--- config.mk ---
export PLATFORM = sky130hd
export DESIGN_NAME = pwm_dual_hilo
export DESIGN_NICKNAME = d
export VERILOG_FILES = /design/src/rtl/pwm_pkg.sv /design/src/rtl/pwm_cfg_regs.sv /design/src/rtl/pwm_chan_ctrl.sv /design/src/rtl/pwm_chan_dp.sv /design/src/rtl/pwm_dual_hilo.sv
export SDC_FILE = /design/constraint.sdc
export NUM_CORES = 1
export LEC_CHECK = 0
export BUFFER_PORTS_ARGS = -buffer_cell sky130_fd_sc_hd__clkbuf_2
export CORE_MARGIN = 3
export CORE_UTILIZATION = 35
export CTS_BUF_LIST = sky130_fd_sc_hd__clkbuf_4 sky130_fd_sc_hd__clkbuf_8
export DETAILED_ROUTE_END_ITERATION = 16
export PLACE_DENSITY_LB_ADDON = 0.2
export SKIP_LAST_GASP = 1
export SYNTH_ARGS = -nofsm -noshare
export SYNTH_HDL_FRONTEND = slang
export SYNTH_SLANG_ARGS = --single-unit
--- constraint.sdc ---
create_clock -name clk -period 5.3 [get_ports clk]
set_input_delay 0.795 -clock clk [delete_from_list [all_inputs] [get_ports clk]]
set_output_delay 0.795 -clock clk [all_outputs]
set_load 0.03 [all_outputs]
--- src/rtl/pwm_pkg.sv ---
package pwm_pkg;
  localparam int N_CH   = 2;
  localparam int CNT_W  = 16;
  localparam int PRE_W  = 7;
  localparam int REP_W  = 8;
  localparam int BLK_W  = 4;
  localparam int ADDR_W = 3;
  localparam int DATA_W = 32;

  localparam logic [ADDR_W-1:0] ADDR_CTRL    = 3'd0;
  localparam logic [ADDR_W-1:0] ADDR_DUTY_A  = 3'd1;
  localparam logic [ADDR_W-1:0] ADDR_DUTY_B  = 3'd2;
  localparam logic [ADDR_W-1:0] ADDR_DUTY_A2 = 3'd3;
  localparam logic [ADDR_W-1:0] ADDR_DUTY_B2 = 3'd4;
  localparam logic [ADDR_W-1:0] ADDR_REPEAT  = 3'd5;
  localparam logic [ADDR_W-1:0] ADDR_BLINK   = 3'd6;

  // sequencing settings consumed by the control side
  typedef struct packed {
    logic             on;
    logic             clkEn;
    logic [PRE_W-1:0] pre;
    logic             set2En;
    logic [REP_W-1:0] times1;
    logic [REP_W-1:0] times2;
    logic             blinkEn;
    logic [BLK_W-1:0] blinkTimes;
  } seqCfg_t;

  // waveform settings consumed by the datapath
  typedef struct packed {
    logic             inv;
    logic             constMode;
    logic [CNT_W-1:0] hi1;
    logic [CNT_W-1:0] lo1;
    logic [CNT_W-1:0] hi2;
    logic [CNT_W-1:0] lo2;
  } waveCfg_t;

  // strobes from control to datapath
  typedef struct packed {
    logic clear;
    logic tick;
    logic useSet2;
  } dpCmd_t;
endpackage

--- src/rtl/pwm_cfg_regs.sv ---
module pwm_cfg_regs
  import pwm_pkg::*;
(
  input  logic                    clk,
  input  logic                    rstN,
  input  logic                    wrEn,
  input  logic [ADDR_W-1:0]       wrAddr,
  input  logic [DATA_W-1:0]       wrData,
  output seqCfg_t  [N_CH-1:0]     seqCfg,
  output waveCfg_t [N_CH-1:0]     waveCfg
);
  // fields are stored decoded; bit positions are what software programs
  always_ff @(posedge clk or negedge rstN) begin
    if (!rstN) begin
      seqCfg  <= '0;
      waveCfg <= '0;
    end else if (wrEn) begin
      case (wrAddr)
        ADDR_CTRL: begin
          seqCfg[0].on         <= wrData[0];
          seqCfg[1].on         <= wrData[1];
          seqCfg[0].pre        <= wrData[8 +: PRE_W];
          seqCfg[0].clkEn      <= wrData[15];
          seqCfg[1].pre        <= wrData[16 +: PRE_W];
          seqCfg[1].clkEn      <= wrData[23];
          seqCfg[1].set2En     <= wrData[24];
          seqCfg[0].set2En     <= wrData[25];
          waveCfg[0].inv       <= wrData[26];
          waveCfg[1].inv       <= wrData[27];
          waveCfg[0].constMode <= wrData[28];
          waveCfg[1].constMode <= wrData[29];
        end
        ADDR_DUTY_A: begin
          waveCfg[0].hi1 <= wrData[DATA_W-1 -: CNT_W];
          waveCfg[0].lo1 <= wrData[CNT_W-1:0];
        end
        ADDR_DUTY_B: begin
          waveCfg[1].hi1 <= wrData[DATA_W-1 -: CNT_W];
          waveCfg[1].lo1 <= wrData[CNT_W-1:0];
        end
        ADDR_DUTY_A2: begin
          waveCfg[0].hi2 <= wrData[DATA_W-1 -: CNT_W];
          waveCfg[0].lo2 <= wrData[CNT_W-1:0];
        end
        ADDR_DUTY_B2: begin
          waveCfg[1].hi2 <= wrData[DATA_W-1 -: CNT_W];
          waveCfg[1].lo2 <= wrData[CNT_W-1:0];
        end
        ADDR_REPEAT: begin
          seqCfg[0].times1 <= wrData[24 +: REP_W];
          seqCfg[0].times2 <= wrData[16 +: REP_W];
          seqCfg[1].times1 <= wrData[8 +: REP_W];
          seqCfg[1].times2 <= wrData[0 +: REP_W];
        end
        ADDR_BLINK: begin
          seqCfg[0].blinkTimes <= wrData[0 +: BLK_W];
          seqCfg[1].blinkTimes <= wrData[4 +: BLK_W];
          seqCfg[0].blinkEn    <= wrData[8];
          seqCfg[1].blinkEn    <= wrData[9];
        end
        default: ;
      endcase
    end
  end
endmodule

--- src/rtl/pwm_chan_ctrl.sv ---
module pwm_chan_ctrl
  import pwm_pkg::*;
(
  input  logic    clk,
  input  logic    rstN,
  input  seqCfg_t cfg,
  input  logic    periodEnd,
  output dpCmd_t  cmd,
  output logic    gateOff,
  output logic    setSel,
  output logic    blinkDone
);
  logic [PRE_W-1:0] presc;
  logic [REP_W-1:0] repCnt;
  logic [REP_W-1:0] curTimes;
  logic [BLK_W-1:0] blinkCnt;
  logic             blinkOff;
  logic             lastRep;
  logic             nextSet2;
  logic             groupDone;

  always_comb begin
    curTimes    = setSel ? cfg.times2 : cfg.times1;
    lastRep     = (repCnt >= curTimes);
    nextSet2    = cfg.set2En && (lastRep ? !setSel : setSel);
    groupDone   = periodEnd && lastRep && (!cfg.set2En || setSel);
    cmd.clear   = !cfg.on;
    cmd.tick    = cfg.on && cfg.clkEn && (presc >= cfg.pre);
    cmd.useSet2 = nextSet2;
    gateOff     = blinkOff || blinkDone;
  end

  // prescaler
  always_ff @(posedge clk or negedge rstN) begin
    if (!rstN) begin
      presc <= '0;
    end else if (!cfg.on) begin
      presc <= '0;
    end else if (cfg.clkEn) begin
      presc <= (presc >= cfg.pre) ? '0 : presc + 1'b1;
    end
  end

  // pair select and repeat count
  always_ff @(posedge clk or negedge rstN) begin
    if (!rstN) begin
      setSel <= 1'b0;
      repCnt <= '0;
    end else if (!cfg.on) begin
      setSel <= 1'b0;
      repCnt <= '0;
    end else if (periodEnd) begin
      setSel <= nextSet2;
      repCnt <= lastRep ? '0 : repCnt + 1'b1;
    end else if (!cfg.set2En) begin
      setSel <= 1'b0;
    end
  end

  // blink sequencing
  always_ff @(posedge clk or negedge rstN) begin
    if (!rstN) begin
      blinkOff  <= 1'b0;
      blinkCnt  <= '0;
      blinkDone <= 1'b0;
    end else if (!cfg.on || !cfg.blinkEn) begin
      blinkOff  <= 1'b0;
      blinkCnt  <= '0;
      blinkDone <= 1'b0;
    end else if (groupDone && !blinkDone) begin
      if (!blinkOff) begin
        blinkOff <= 1'b1;
      end else begin
        blinkOff <= 1'b0;
        if (blinkCnt >= cfg.blinkTimes) blinkDone <= 1'b1;
        else                            blinkCnt  <= blinkCnt + 1'b1;
      end
    end
  end
endmodule

--- src/rtl/pwm_chan_dp.sv ---
module pwm_chan_dp
  import pwm_pkg::*;
(
  input  logic             clk,
  input  logic             rstN,
  input  waveCfg_t         cfg,
  input  dpCmd_t           cmd,
  input  logic             gateOff,
  output logic             pwmOut,
  output logic             periodEnd,
  output logic [CNT_W-1:0] hiShadow
);
  logic             phaseHi;
  logic [CNT_W-1:0] cnt;
  logic [CNT_W-1:0] loShadow;
  logic [CNT_W-1:0] phaseLen;
  logic             phaseDone;
  logic             rawLevel;
  logic             drive;

  always_comb begin
    phaseLen  = phaseHi ? hiShadow : loShadow;
    phaseDone = (cnt >= phaseLen);
    periodEnd = cmd.tick && !phaseHi && phaseDone;
    rawLevel  = cfg.constMode ? (hiShadow != '0) : phaseHi;
    drive     = !cmd.clear && !gateOff && rawLevel;
  end

  always_ff @(posedge clk or negedge rstN) begin
    if (!rstN) begin
      phaseHi  <= 1'b1;
      cnt      <= '0;
      hiShadow <= '0;
      loShadow <= '0;
      pwmOut   <= 1'b0;
    end else begin
      pwmOut <= cfg.inv ^ drive;
      if (cmd.clear) begin
        phaseHi  <= 1'b1;
        cnt      <= '0;
        hiShadow <= cfg.hi1;
        loShadow <= cfg.lo1;
      end else if (cmd.tick) begin
        if (phaseDone) begin
          cnt     <= '0;
          phaseHi <= !phaseHi;
          if (!phaseHi) begin
            hiShadow <= cmd.useSet2 ? cfg.hi2 : cfg.hi1;
            loShadow <= cmd.useSet2 ? cfg.lo2 : cfg.lo1;
          end
        end else begin
          cnt <= cnt + 1'b1;
        end
      end
    end
  end
endmodule

--- src/rtl/pwm_dual_hilo.sv ---
module pwm_dual_hilo
  import pwm_pkg::*;
(
  input  logic              clk,
  input  logic              rstN,
  input  logic              wrEn,
  input  logic [ADDR_W-1:0] wrAddr,
  input  logic [DATA_W-1:0] wrData,
  output logic [N_CH-1:0]   pwmOut
);
  seqCfg_t  [N_CH-1:0]            seqCfg;
  waveCfg_t [N_CH-1:0]            waveCfg;
  logic     [N_CH-1:0]            chanOn;
  logic     [N_CH-1:0]            chanInv;
  logic     [N_CH-1:0]            chanSet2;
  logic     [N_CH-1:0]            setSel;
  logic     [N_CH-1:0]            blinkDone;
  logic     [N_CH-1:0]            periodEnd;
  logic     [N_CH-1:0][CNT_W-1:0] hiShadow;

  pwm_cfg_regs regs_i (
    .clk(clk), .rstN(rstN), .wrEn(wrEn), .wrAddr(wrAddr), .wrData(wrData),
    .seqCfg(seqCfg), .waveCfg(waveCfg)
  );

  for (genvar ch = 0; ch < N_CH; ch++) begin : g_chan
    dpCmd_t cmd;
    logic   gateOff;

    assign chanOn[ch]   = seqCfg[ch].on;
    assign chanInv[ch]  = waveCfg[ch].inv;
    assign chanSet2[ch] = seqCfg[ch].set2En;

    pwm_chan_ctrl ctrl_i (
      .clk(clk), .rstN(rstN), .cfg(seqCfg[ch]), .periodEnd(periodEnd[ch]),
      .cmd(cmd), .gateOff(gateOff), .setSel(setSel[ch]), .blinkDone(blinkDone[ch])
    );

    pwm_chan_dp dp_i (
      .clk(clk), .rstN(rstN), .cfg(waveCfg[ch]), .cmd(cmd), .gateOff(gateOff),
      .pwmOut(pwmOut[ch]), .periodEnd(periodEnd[ch]), .hiShadow(hiShadow[ch])
    );
  end
endmodule

==> metrics.cfg, run 1 <==
[outcome]
run_status=finished, final reports clean

[routing]
drt-total-wl_um=48050
num_vias=12814
avgRoutedWirePerCell_um=20.74
drc=0
vias_per_cell=5.533
ant_nets=0
dr.pass1.iters=5
first_iter_violations=840

[sta]
setup_viol=0
min_period_ns=3.925
slew_headroom_pct=27.16
skew_ns=0.03580
rsz0062_at_grt=false
worst_pin_slew_ns=1.091
min_period_over_period_pct=74.07
hold_viol_final=0
fmax_mhz=254.7
whs_ns=0.2107
slew_viol_final=0
fin_ws_ns=1.375
tns_ns=0

[synthesis]
synth_area_um2=17460
synth-seq-area-share_pct=48.45
synth-main-ff-cell=dfrtp_1
synth-edff-count=0
synth_seq_cells=338
synth_nets=1711
synthArstFlopShare_pct=100.0
syn_avg_cell_area_um2=10.95
yosysWarnings=0
synth_cells=1595
synth_cell_type_count=78

[cts]
h-tree-depth=2
clk_path_buf_depth=3
clk-insertion-delay-late_ns=0.65
cts_setup_buffers=0
clockRootBuffer=clkbuf_8
cts_resized=0
cts_tree=done
clkSinkCount=338
cts_buffers=59
ctsHoldBuffers=0
path_clk_slew_ns=0.06

[flow_run]
maxCapViolCount=0

[cells_and_area]
mostFrequentLayoutCells=dfrtp_1 (336), mux2_2 (184), nand3_1 (104)
area_growth_syn_to_layout_pct=11.64
insertedDiodeCount=0
drive_gt1_share_pct=23.55
fin_area_um2=19500
layout_commonest_cell=dfrtp_1
final_core_util_pct=39.66
final_nets=1728
layoutNonFillerInstCount=2316

[placed_design]
place_ws_ns=1.352
place.gp.congestion=0.8251
portBuffers=39
place_area_um2=18310
dp_hpwl_um=31600
place_inst=2215

[critical_path]
r2r-start=g_chan[1].dp_i.phaseHi
ff2ff_setup_slack_ns=1.37
cp_max_fo=31
r2r_end=g_chan[1].ctrl_i.blinkCnt[2]
worstPathArrival_ns=4.45
reg2reg_depth=9
cp-end-kind=flop
critical_path_required_ns=5.83
worst-setup-path-type=reg2reg
startpoint_type=flop

[global_routing]
grt_use_met3_pct=3.470
grt_use_met1_pct=26.76
grt_max_degree=121
grt_overflow=0
first_global_vias=13121
grtUsageMet2_pct=28.29
antenna_found_initial=1
grt_pass1_wl_um=77340
grt.total_usage_pct=18.49
grt-busiest-layer=met2

[floorplan]
std_cell_rows=81
coreArea_um2=49150
ios=40
die_x_um=229.4
initial_core_util_pct=35.53
dieArea_um2=52610
die_height_um=229.4

[power_and_ir_drop]
vdd_ir_drop_max_v=0.0002087
total_power_mw=7.332
p_leak_nw=8.336
p_per_area_nw_per_um2=376.1

[hold_path]
hold_class=in2async

==> Yosys cell counts, drive strengths merged, types with 3 or more instances <==
cell type | number | area share [%]
a2111oi | 6 | 0.55
a211oi | 37 | 1.6
a21o | 6 | 0.26
a21oi | 40 | 1.2
a221o | 3 | 0.17
a22o | 14 | 0.70
a22oi | 4 | 0.17
a31oi | 66 | 2.4
and2 | 9 | 0.32
and3 | 59 | 2.1
buf | 28 | 0.97
clkbuf | 83 | 1.8
dfrtp | 336 | 48
ha | 78 | 5.6
inv | 48 | 1.0
mux2 | 184 | 12
mux2i | 52 | 3.0
nand2 | 67 | 1.5
nand2b | 10 | 0.36
nand3 | 106 | 3.1
nand3b | 5 | 0.21
nand4 | 15 | 0.57
nand4b | 8 | 0.40
nor2 | 35 | 0.75
nor2b | 11 | 0.39
nor3 | 51 | 1.5
nor3b | 3 | 0.13
nor4 | 6 | 0.21
nor4b | 4 | 0.24
o21a | 5 | 0.21
o21ai | 105 | 3.0
o311ai | 7 | 0.39
o31ai | 44 | 1.9
or3 | 10 | 0.36
or4 | 12 | 0.52
xnor2 | 5 | 0.25
xor2 | 3 | 0.15
==> worst max-delay path, cell delays in order (launching register included) <==
cell and delay (ns):
dfstp_2 1.00, mux2i_1 0.17, ha_1 0.34, nand4_1 0.14, or3_1 0.40, a221oi_2 0.31
o311a_1 0.70, buf_4 0.38, a31oi_1 0.12, a41o_1 0.22
==> state kept, by name (all words and copies together), names as in the netlist <==
register                 count
g_chan.ctrl_i.blinkCnt       8
g_chan.ctrl_i.blinkDone      2
g_chan.ctrl_i.blinkOff       2
g_chan.ctrl_i.presc         14
g_chan.ctrl_i.repCnt        16
g_chan.ctrl_i.setSel         2
g_chan.dp_i.cnt             32
g_chan.dp_i.hiShadow        32
g_chan.dp_i.loShadow        32
g_chan.dp_i.phaseHi          2
g_chan.dp_i.pwmOut           2
regs_i.seqCfg               62
regs_i.waveCfg             132
==> worst max-delay path by stage <==
stage                                 from                            to  slack, ns  cells after the start
floorplan           g_chan[0].dp_i.phaseHi   g_chan[0].dp_i.hiShadow[10]       1.66                     12
global placement    g_chan[1].dp_i.phaseHi  g_chan[1].ctrl_i.blinkCnt[2]       1.45                      9
detailed placement  g_chan[1].dp_i.phaseHi  g_chan[1].ctrl_i.blinkCnt[2]       1.35                      9
CTS                 g_chan[1].dp_i.phaseHi  g_chan[1].ctrl_i.blinkCnt[2]       1.34                      9
global route        g_chan[1].dp_i.phaseHi  g_chan[1].ctrl_i.blinkCnt[2]       1.12                      9
finish              g_chan[1].dp_i.phaseHi  g_chan[1].ctrl_i.blinkCnt[2]       1.37                      9
==> metal layers <==
metal | share of wire [%] | vias to the layer above
met3 | 4.4 | 71
li1 | - | 6024
met5 | 0 | -
met4 | 2.0 | 0
met1 | 49 | 6470
met2 | 45 | 249
==> power breakdown <==
part | internal [mW] | leakage, nW | switching [mW]
combinational | 0.619 | 3.52 | 0.781
clock | 1.37 | 0.639 | 1.06
sequential | 3.09 | 4.18 | 0.408
total | 5.08 | 8.34 | 2.25
==> kinds of logic (layout without fill, tap and decap cells) <==
logic type	after synthesis	count (layout)	share of synthesized area [%]
compound gates	362	362	14.16
xor+xnor	8	8	0.4012
fa+ha+maj	78	78	5.589
buf+inv	159	216	3.790
flops	338	338	48.45
mux	236	236	14.85
simple gates	414	414	12.77
==> layout make-up <==
class,instances,area (um2)
Inverter,48,180.2
Clock buffer,97,1166
Tap cell,664,830.8
Sequential cell,338,8461
Timing Repair Buffer,67,440.4
Clock inverter,4,22.52
Fill cell,4768,29660
Multi-Input combinational cell,1098,8396
No activity file was read; power rests on OpenSTA's default activity.
==> run 2: changes to the inputs <==
clock period = 3.5 ns   (was 5.3 ns; I/O delays follow)
==> run 2 against run 1 <==
Net effect:
- clock power rose by 70%
- count of clock-buffer cells in the layout grew 6
- via count rose by 1.7%
- combinational power rose by 57%
- register-to-register slack got worse by 1.2 ns
- cell area is 2.3% higher
- final cell count up 1.3%
- clock skew rose by 0.018 ns
- total power rose by 58%
- sequential cell count is the same
- core utilization rose by 0.90 points
- sequential share of layout area down 0.92 points
- critical path type unchanged
- critical endpoint is now g_chan[0].ctrl_i.blinkCnt[3]
==> metrics.cfg, run 2 (same netlist as run 1, synthesis figures left out) <==
[outcome]
run_status=finished, final reports clean

[cells_and_area]
final_nets=1749
insertedDiodeCount=0
drive_gt1_share_pct=24.85
mostFrequentLayoutCells=dfrtp_1 (336), mux2_2 (184), nand3_1 (104)
final_core_util_pct=40.56
nFillCells=4774
layout_commonest_cell=dfrtp_1
top_regs=regs_i.waveCfg x132, regs_i.seqCfg x62
area_growth_syn_to_layout_pct=14.17
regMostFlops=regs_i.waveCfg
largest_reg_flops=132

[power_and_ir_drop]
total_power_mw=11.60
p_leak_nw=8.559
vdd_ir_drop_max_v=0.0002677
p_per_area_nw_per_um2=581.8

[cts]
clockRootBuffer=clkbuf_8
cts_tree=done
clk_path_buf_depth=3
path_clk_slew_ns=0.06
h-tree-depth=2
clkSinkCount=338
cts_setup_buffers=0
cts_buffers=61
clk-insertion-delay-late_ns=0.67

[sta]
min_period_over_period_pct=93.59
tns_ns=0
setup_viol=0
slew_viol_final=0
fmax_mhz=305.3
skew_ns=0.05350
rsz0062_at_grt=false
slew_headroom_pct=16.34
worst_pin_slew_ns=1.252
hold_viol_final=0
min_period_ns=3.276

[critical_path]
path_cells=mux2_2 > ha_1 > nand2b_1 > a2111oi_2 > o211a_1 > or4_1 > nor4_1 > mux2i_1
cp_max_fo=9
r2r_end=g_chan[0].ctrl_i.blinkCnt[3]
critical_path_required_ns=4.09
r2r-start=g_chan[0].ctrl_i.setSel
ff2ff_setup_slack_ns=0.22
startpoint=g_chan[0].ctrl_i.setSel
worst-setup-path-type=reg2reg
worstSetupEndpoint=g_chan[0].ctrl_i.blinkCnt[3]
startpoint_type=flop
worstPathArrival_ns=3.87
critPathSlowestCell=or4_1
reg2reg_depth=8
cp-end-kind=flop
cpPeakStageDelay_ns=0.70

[routing]
dr.pass1.iters=6
first_iter_violations=829
ant_nets=0
drc=0
avgRoutedWirePerCell_um=20.90
drt-total-wl_um=49040
vias_per_cell=5.555
num_vias=13032

[floorplan]
std_cell_rows=81
dieArea_um2=52610
die_x_um=229.4
coreArea_um2=49150
ios=40
die_height_um=229.4
initial_core_util_pct=35.53

[hold_path]
hold_class=in2reg

[placed_design]
place.gp.congestion=0.8385
dp_hpwl_um=32270
portBuffers=39

[global_routing]
antenna_found_initial=1
grt_max_degree=73
grt_overflow=0
first_global_vias=13174
grt_pass1_wl_um=78480
grt.total_usage_pct=18.85

[flow_run]
maxCapViolCount=0

## run 2: cell count changes in the layout (fill, tap and decap cells not counted), sizes merged
cell	change
buf	+18
bufinv	+2
clkbuf	+6
clkinv	+3
dlygate4sd3	+1
## run 2: through the flow
stage	area (um2)	hold WS, ns	cells	setup slack (ns)
2_1_floorplan	17460	0.2294	1595	0.05389
3_3_place_gp	18540	0.4572	2233	0.2356
3_5_place_dp	18540	0.4622	2233	0.1585
4_1_cts	19930	0.1718	2346	0.1599
5_1_grt	19940	0.2236	2346	0.02177
6_report	19940	0.2254	2346	0.2243
## run 2: layout make-up
class / count / area, um2 / share of cell area (%)
tap: 664 / 830.8 / 4.167
timing repair buffer: 86 / 685.7 / 3.439
multi-input combinational: 1098 / 8396 / 42.11
clock inverter: 9 / 97.59 / 0.4895
clock buffer: 103 / 1280 / 6.420
sequential: 338 / 8468 / 42.47
inverter: 48 / 180.2 / 0.9037
## run 2: timing repair
item | in CTS | in global routing
endpoints found under the hold margin | 65 | 0
hold buffers | 1 | 0
gates resized for setup | 0 | 2
endpoints found under the setup margin | 0 | 14
## run 2: worst min-delay path by stage
stage | start | endpoint | slack, ns | cells past startpoint
global route | wrData[30] | regs_i.waveCfg[96] | 0.22 | 2
CTS | wrData[11] | regs_i.seqCfg[25] | 0.17 | 3
finish | wrData[11] | regs_i.seqCfg[25] | 0.23 | 3
detailed placement | regs_i.waveCfg[131] | g_chan[1].dp_i.pwmOut | 0.46 | 1
floorplan | rstN | g_chan[0].ctrl_i.blinkCnt[0] | 0.23 | 0
global placement | regs_i.waveCfg[65] | g_chan[0].dp_i.pwmOut | 0.46 | 1
## run 2: layer usage
metal	vias up	global-route usage (%)	routed length, um
met3	94	2.935	2072
met5	-	0	13
li1	6081	-	-
met2	304	28.74	21880
met4	2	6.255	1326
met1	6551	27.39	23750
## run 2: report_power, final
part | switching [mW] | leakage, nW | internal, mW
Combinational | 1.22 | 3.64 | 0.980
Sequential | 0.587 | 4.18 | 4.68
Clock | 1.69 | 0.735 | 2.43
Total | 3.50 | 8.56 | 8.09
## run 2: worst max-delay path, delay by kind of cell, from the launching register on
| kind | cells | cell delay, ns |
|---|---|---|
| compound gates | 2 | 0.42 |
| fa+ha+maj | 1 | 0.27 |
| flops | 1 | 0.66 |
| mux | 2 | 0.63 |
| simple gates | 3 | 1.20 |
==> run 3: changes to the inputs <==
ABC_AREA = 1   (was not set)
CORE_MARGIN = 10   (was 3)
==> run 3 against run 2 <==
Net effect:
- synthesized area is 4.5% lower
- non-clock buffer count is 24 lower
- clock skew is 0.032 ns lower
- sequential power is 3% lower
- synthesized cell count is 24% higher
- maximum frequency is 7.8% higher
- die area is 8.0% higher
- largest power group unchanged
==> metrics.cfg, run 3 <==
[synthesis]
synth_top_area_share_pct=50.40
yosysMostFrequentCell=nand2_1
synth-seq-area-share_pct=50.71
synth_nets=2097
synth_area_um2=16680
synth_cell_type_count=36
synth-main-ff-cell=dfrtp_1
synthArstFlopShare_pct=100.0
yosysTopAreaCell=dfrtp_1
synth_seq_cells=338
synth_cells=1981
synth-edff-count=0
synth_common_cells=nand2_1 (560), dfrtp_1 (336), o21ai_0 (247), inv_1 (231), nor2_1 (90)
syn_avg_cell_area_um2=8.422
synth_area_leaders=dfrtp_1 (50%), nand2_1 (13%), o21ai_0 (7.4%), ha_1 (5.8%), inv_1 (5.2%)
yosysWarnings=0

[routing]
ant_nets=0
dr.pass1.iters=5
drt-total-wl_um=44210
avgRoutedWirePerCell_um=16.56
drc=0
met2_length_um=19220
dr_wl_met3_um=1756
top_layer=met4
first_iter_violations=731
met1_length_um=22150
vias_per_cell=4.915
num_vias=13123

[cts]
cts_tree=done
clockRootBuffer=clkbuf_8
clk-insertion-delay-late_ns=0.66
path_clk_slew_ns=0.06
cts_buffers=60
cts_setup_buffers=0
clk_path_buf_depth=3
clkSinkCount=338
h-tree-depth=2

[critical_path]
ff2ff_setup_slack_ns=0.46
worstPathArrival_ns=3.62
startpoint_type=flop
cp-end-kind=flop
r2r_end=g_chan[0].dp_i.loShadow[15]
reg2reg_depth=12
worst-setup-path-type=reg2reg
cp_max_fo=24
r2r-start=g_chan[0].dp_i.phaseHi
critical_path_required_ns=4.08

[cells_and_area]
layout_commonest_cell=nand2_1
layoutNonFillerInstCount=2670
largest_reg_flops=132
top_regs=regs_i.waveCfg x132, regs_i.seqCfg x62
area_growth_syn_to_layout_pct=12.61
regMostFlops=regs_i.waveCfg
mostFrequentLayoutCells=nand2_1 (556), dfrtp_1 (336), o21ai_0 (247)
drive_gt1_share_pct=8.923
final_nets=2137
fin_area_um2=18790

[global_routing]
first_global_vias=13080
antenna_found_initial=1
grt_overflow=0
grt_pass1_wl_um=71820
grt.total_usage_pct=15.77
grt_max_degree=88

[power_and_ir_drop]
vdd_ir_drop_max_v=0.0003030
p_leak_nw=9.584
p_per_area_nw_per_um2=587.4
total_power_mw=11.04

[sta]
rsz0062_at_grt=false
slew_headroom_pct=22.09
slew_viol_final=0
min_period_ns=3.040
skew_ns=0.02148
tns_ns=0
min_period_over_period_pct=86.84
setup_viol=0
hold_viol_final=0
fin_ws_ns=0.4604
worst_pin_slew_ns=1.165
fmax_mhz=329.0

[floorplan]
coreArea_um2=46850
die_height_um=238.3
std_cell_rows=79
ios=40
dieArea_um2=56800
initial_core_util_pct=35.61
die_x_um=238.3

[hold_path]
whs_endpoint=regs_i.waveCfg[100]
hold_class=in2reg
hold_start=wrData[2]
hold_depth=3

[placed_design]
portBuffers=39
place.gp.congestion=0.8483
place_inst=2565
dp_hpwl_um=29880
place_ws_ns=0.2917
place_area_um2=17520

[flow_run]
maxCapViolCount=0

[outcome]
run_status=finished, final reports clean

==> run 3: changes by cell type in the layout (fill, tap and decap cells not counted), moves of 62 or more <==
cell / previous run / this run
a31oi_1: 65 / 3
mux2_2: 184 / 0
o211ai_1: 2 / 66
inv_1: 46 / 231
o21ai_0: 91 / 247
nand2_1: 66 / 556
==> run 3: worst max path at each step <==
stage / start / end / cells after the start
4_1_cts: g_chan[0].ctrl_i.setSel / g_chan[0].dp_i.loShadow[15] / 13
3_3_place_gp: g_chan[0].ctrl_i.setSel / g_chan[0].dp_i.hiShadow[14] / 13
2_1_floorplan: g_chan[0].dp_i.phaseHi / g_chan[0].dp_i.hiShadow[10] / 18
5_1_grt: g_chan[0].dp_i.phaseHi / g_chan[0].dp_i.loShadow[1] / 18
6_report: g_chan[0].dp_i.phaseHi / g_chan[0].dp_i.loShadow[15] / 12
3_5_place_dp: g_chan[0].ctrl_i.setSel / g_chan[0].dp_i.loShadow[15] / 13
==> run 3: worst max-delay path: stages (launching register included) <==
cell,delay [ns]
dfstp_2,0.66
buf_4,0.26
o21ai_0,0.14
ha_1,0.33
nand4_1,0.15
nor3_1,0.18
nand2_1,0.08
nand2_1,0.16
nand2_2,0.15
nand2_4,0.26
buf_4,0.36
o211ai_1,0.14
nand2_1,0.09
==> run 3: layout make-up <==
| cell class | instances | area, um2 |
|---|---|---|
| clock buffer | 91 | 1134 |
| fill | 4861 | 28060 |
| tap | 607 | 759.5 |
| antenna | 1 | 2.502 |
| clock inverter | 12 | 115.1 |
| multi-input combinational | 1325 | 7008 |
| sequential | 338 | 8461 |
| timing repair buffer | 62 | 430.4 |
| inverter | 234 | 878.3 |
==> run 3: what timing repair did <==
| item | CTS | global route |
|---|---|---|
| hold buffers | 1 | 0 |
| resized for setup | 0 | 1 |
| hold endpoints to repair | 78 | 0 |
| endpoints found under the setup margin | 0 | 17 |
==> run 3: layer usage <==
layer,track usage (%),up-vias
met1,22.40,6298
met2,23.94,214
li1,-,6536
met4,5.398,0
met3,2.536,75
met5,0,-
==> run 3: through the flow <==
step                      hold WS, ns  util, %
after floorplan                0.2294        -
after detailed placement       0.4705    37.39
after CTS                      0.2177    40.08
final                          0.2640    40.10
after global routing           0.2769    40.10
after global placement         0.4586    37.39
==> run 3: report_power, final <==
part	switching (mW)	leakage, nW	internal (mW)	total [mW]
Clock	1.66	0.665	2.19	3.86
Sequential	0.504	4.36	4.59	5.09
Combinational	1.31	4.56	0.773	2.09
Total	3.48	9.58	7.55	11.0
==> run 3: logic make-up after synthesis <==
kind of cell | after synthesis | synth area share [%]
xor+xnor | 33 | 1.732
flops | 338 | 50.71
mux | 33 | 1.980
compound gates | 384 | 12.80
simple gates | 797 | 19.45
fa+ha+maj | 78 | 5.850
buf+inv | 318 | 7.477
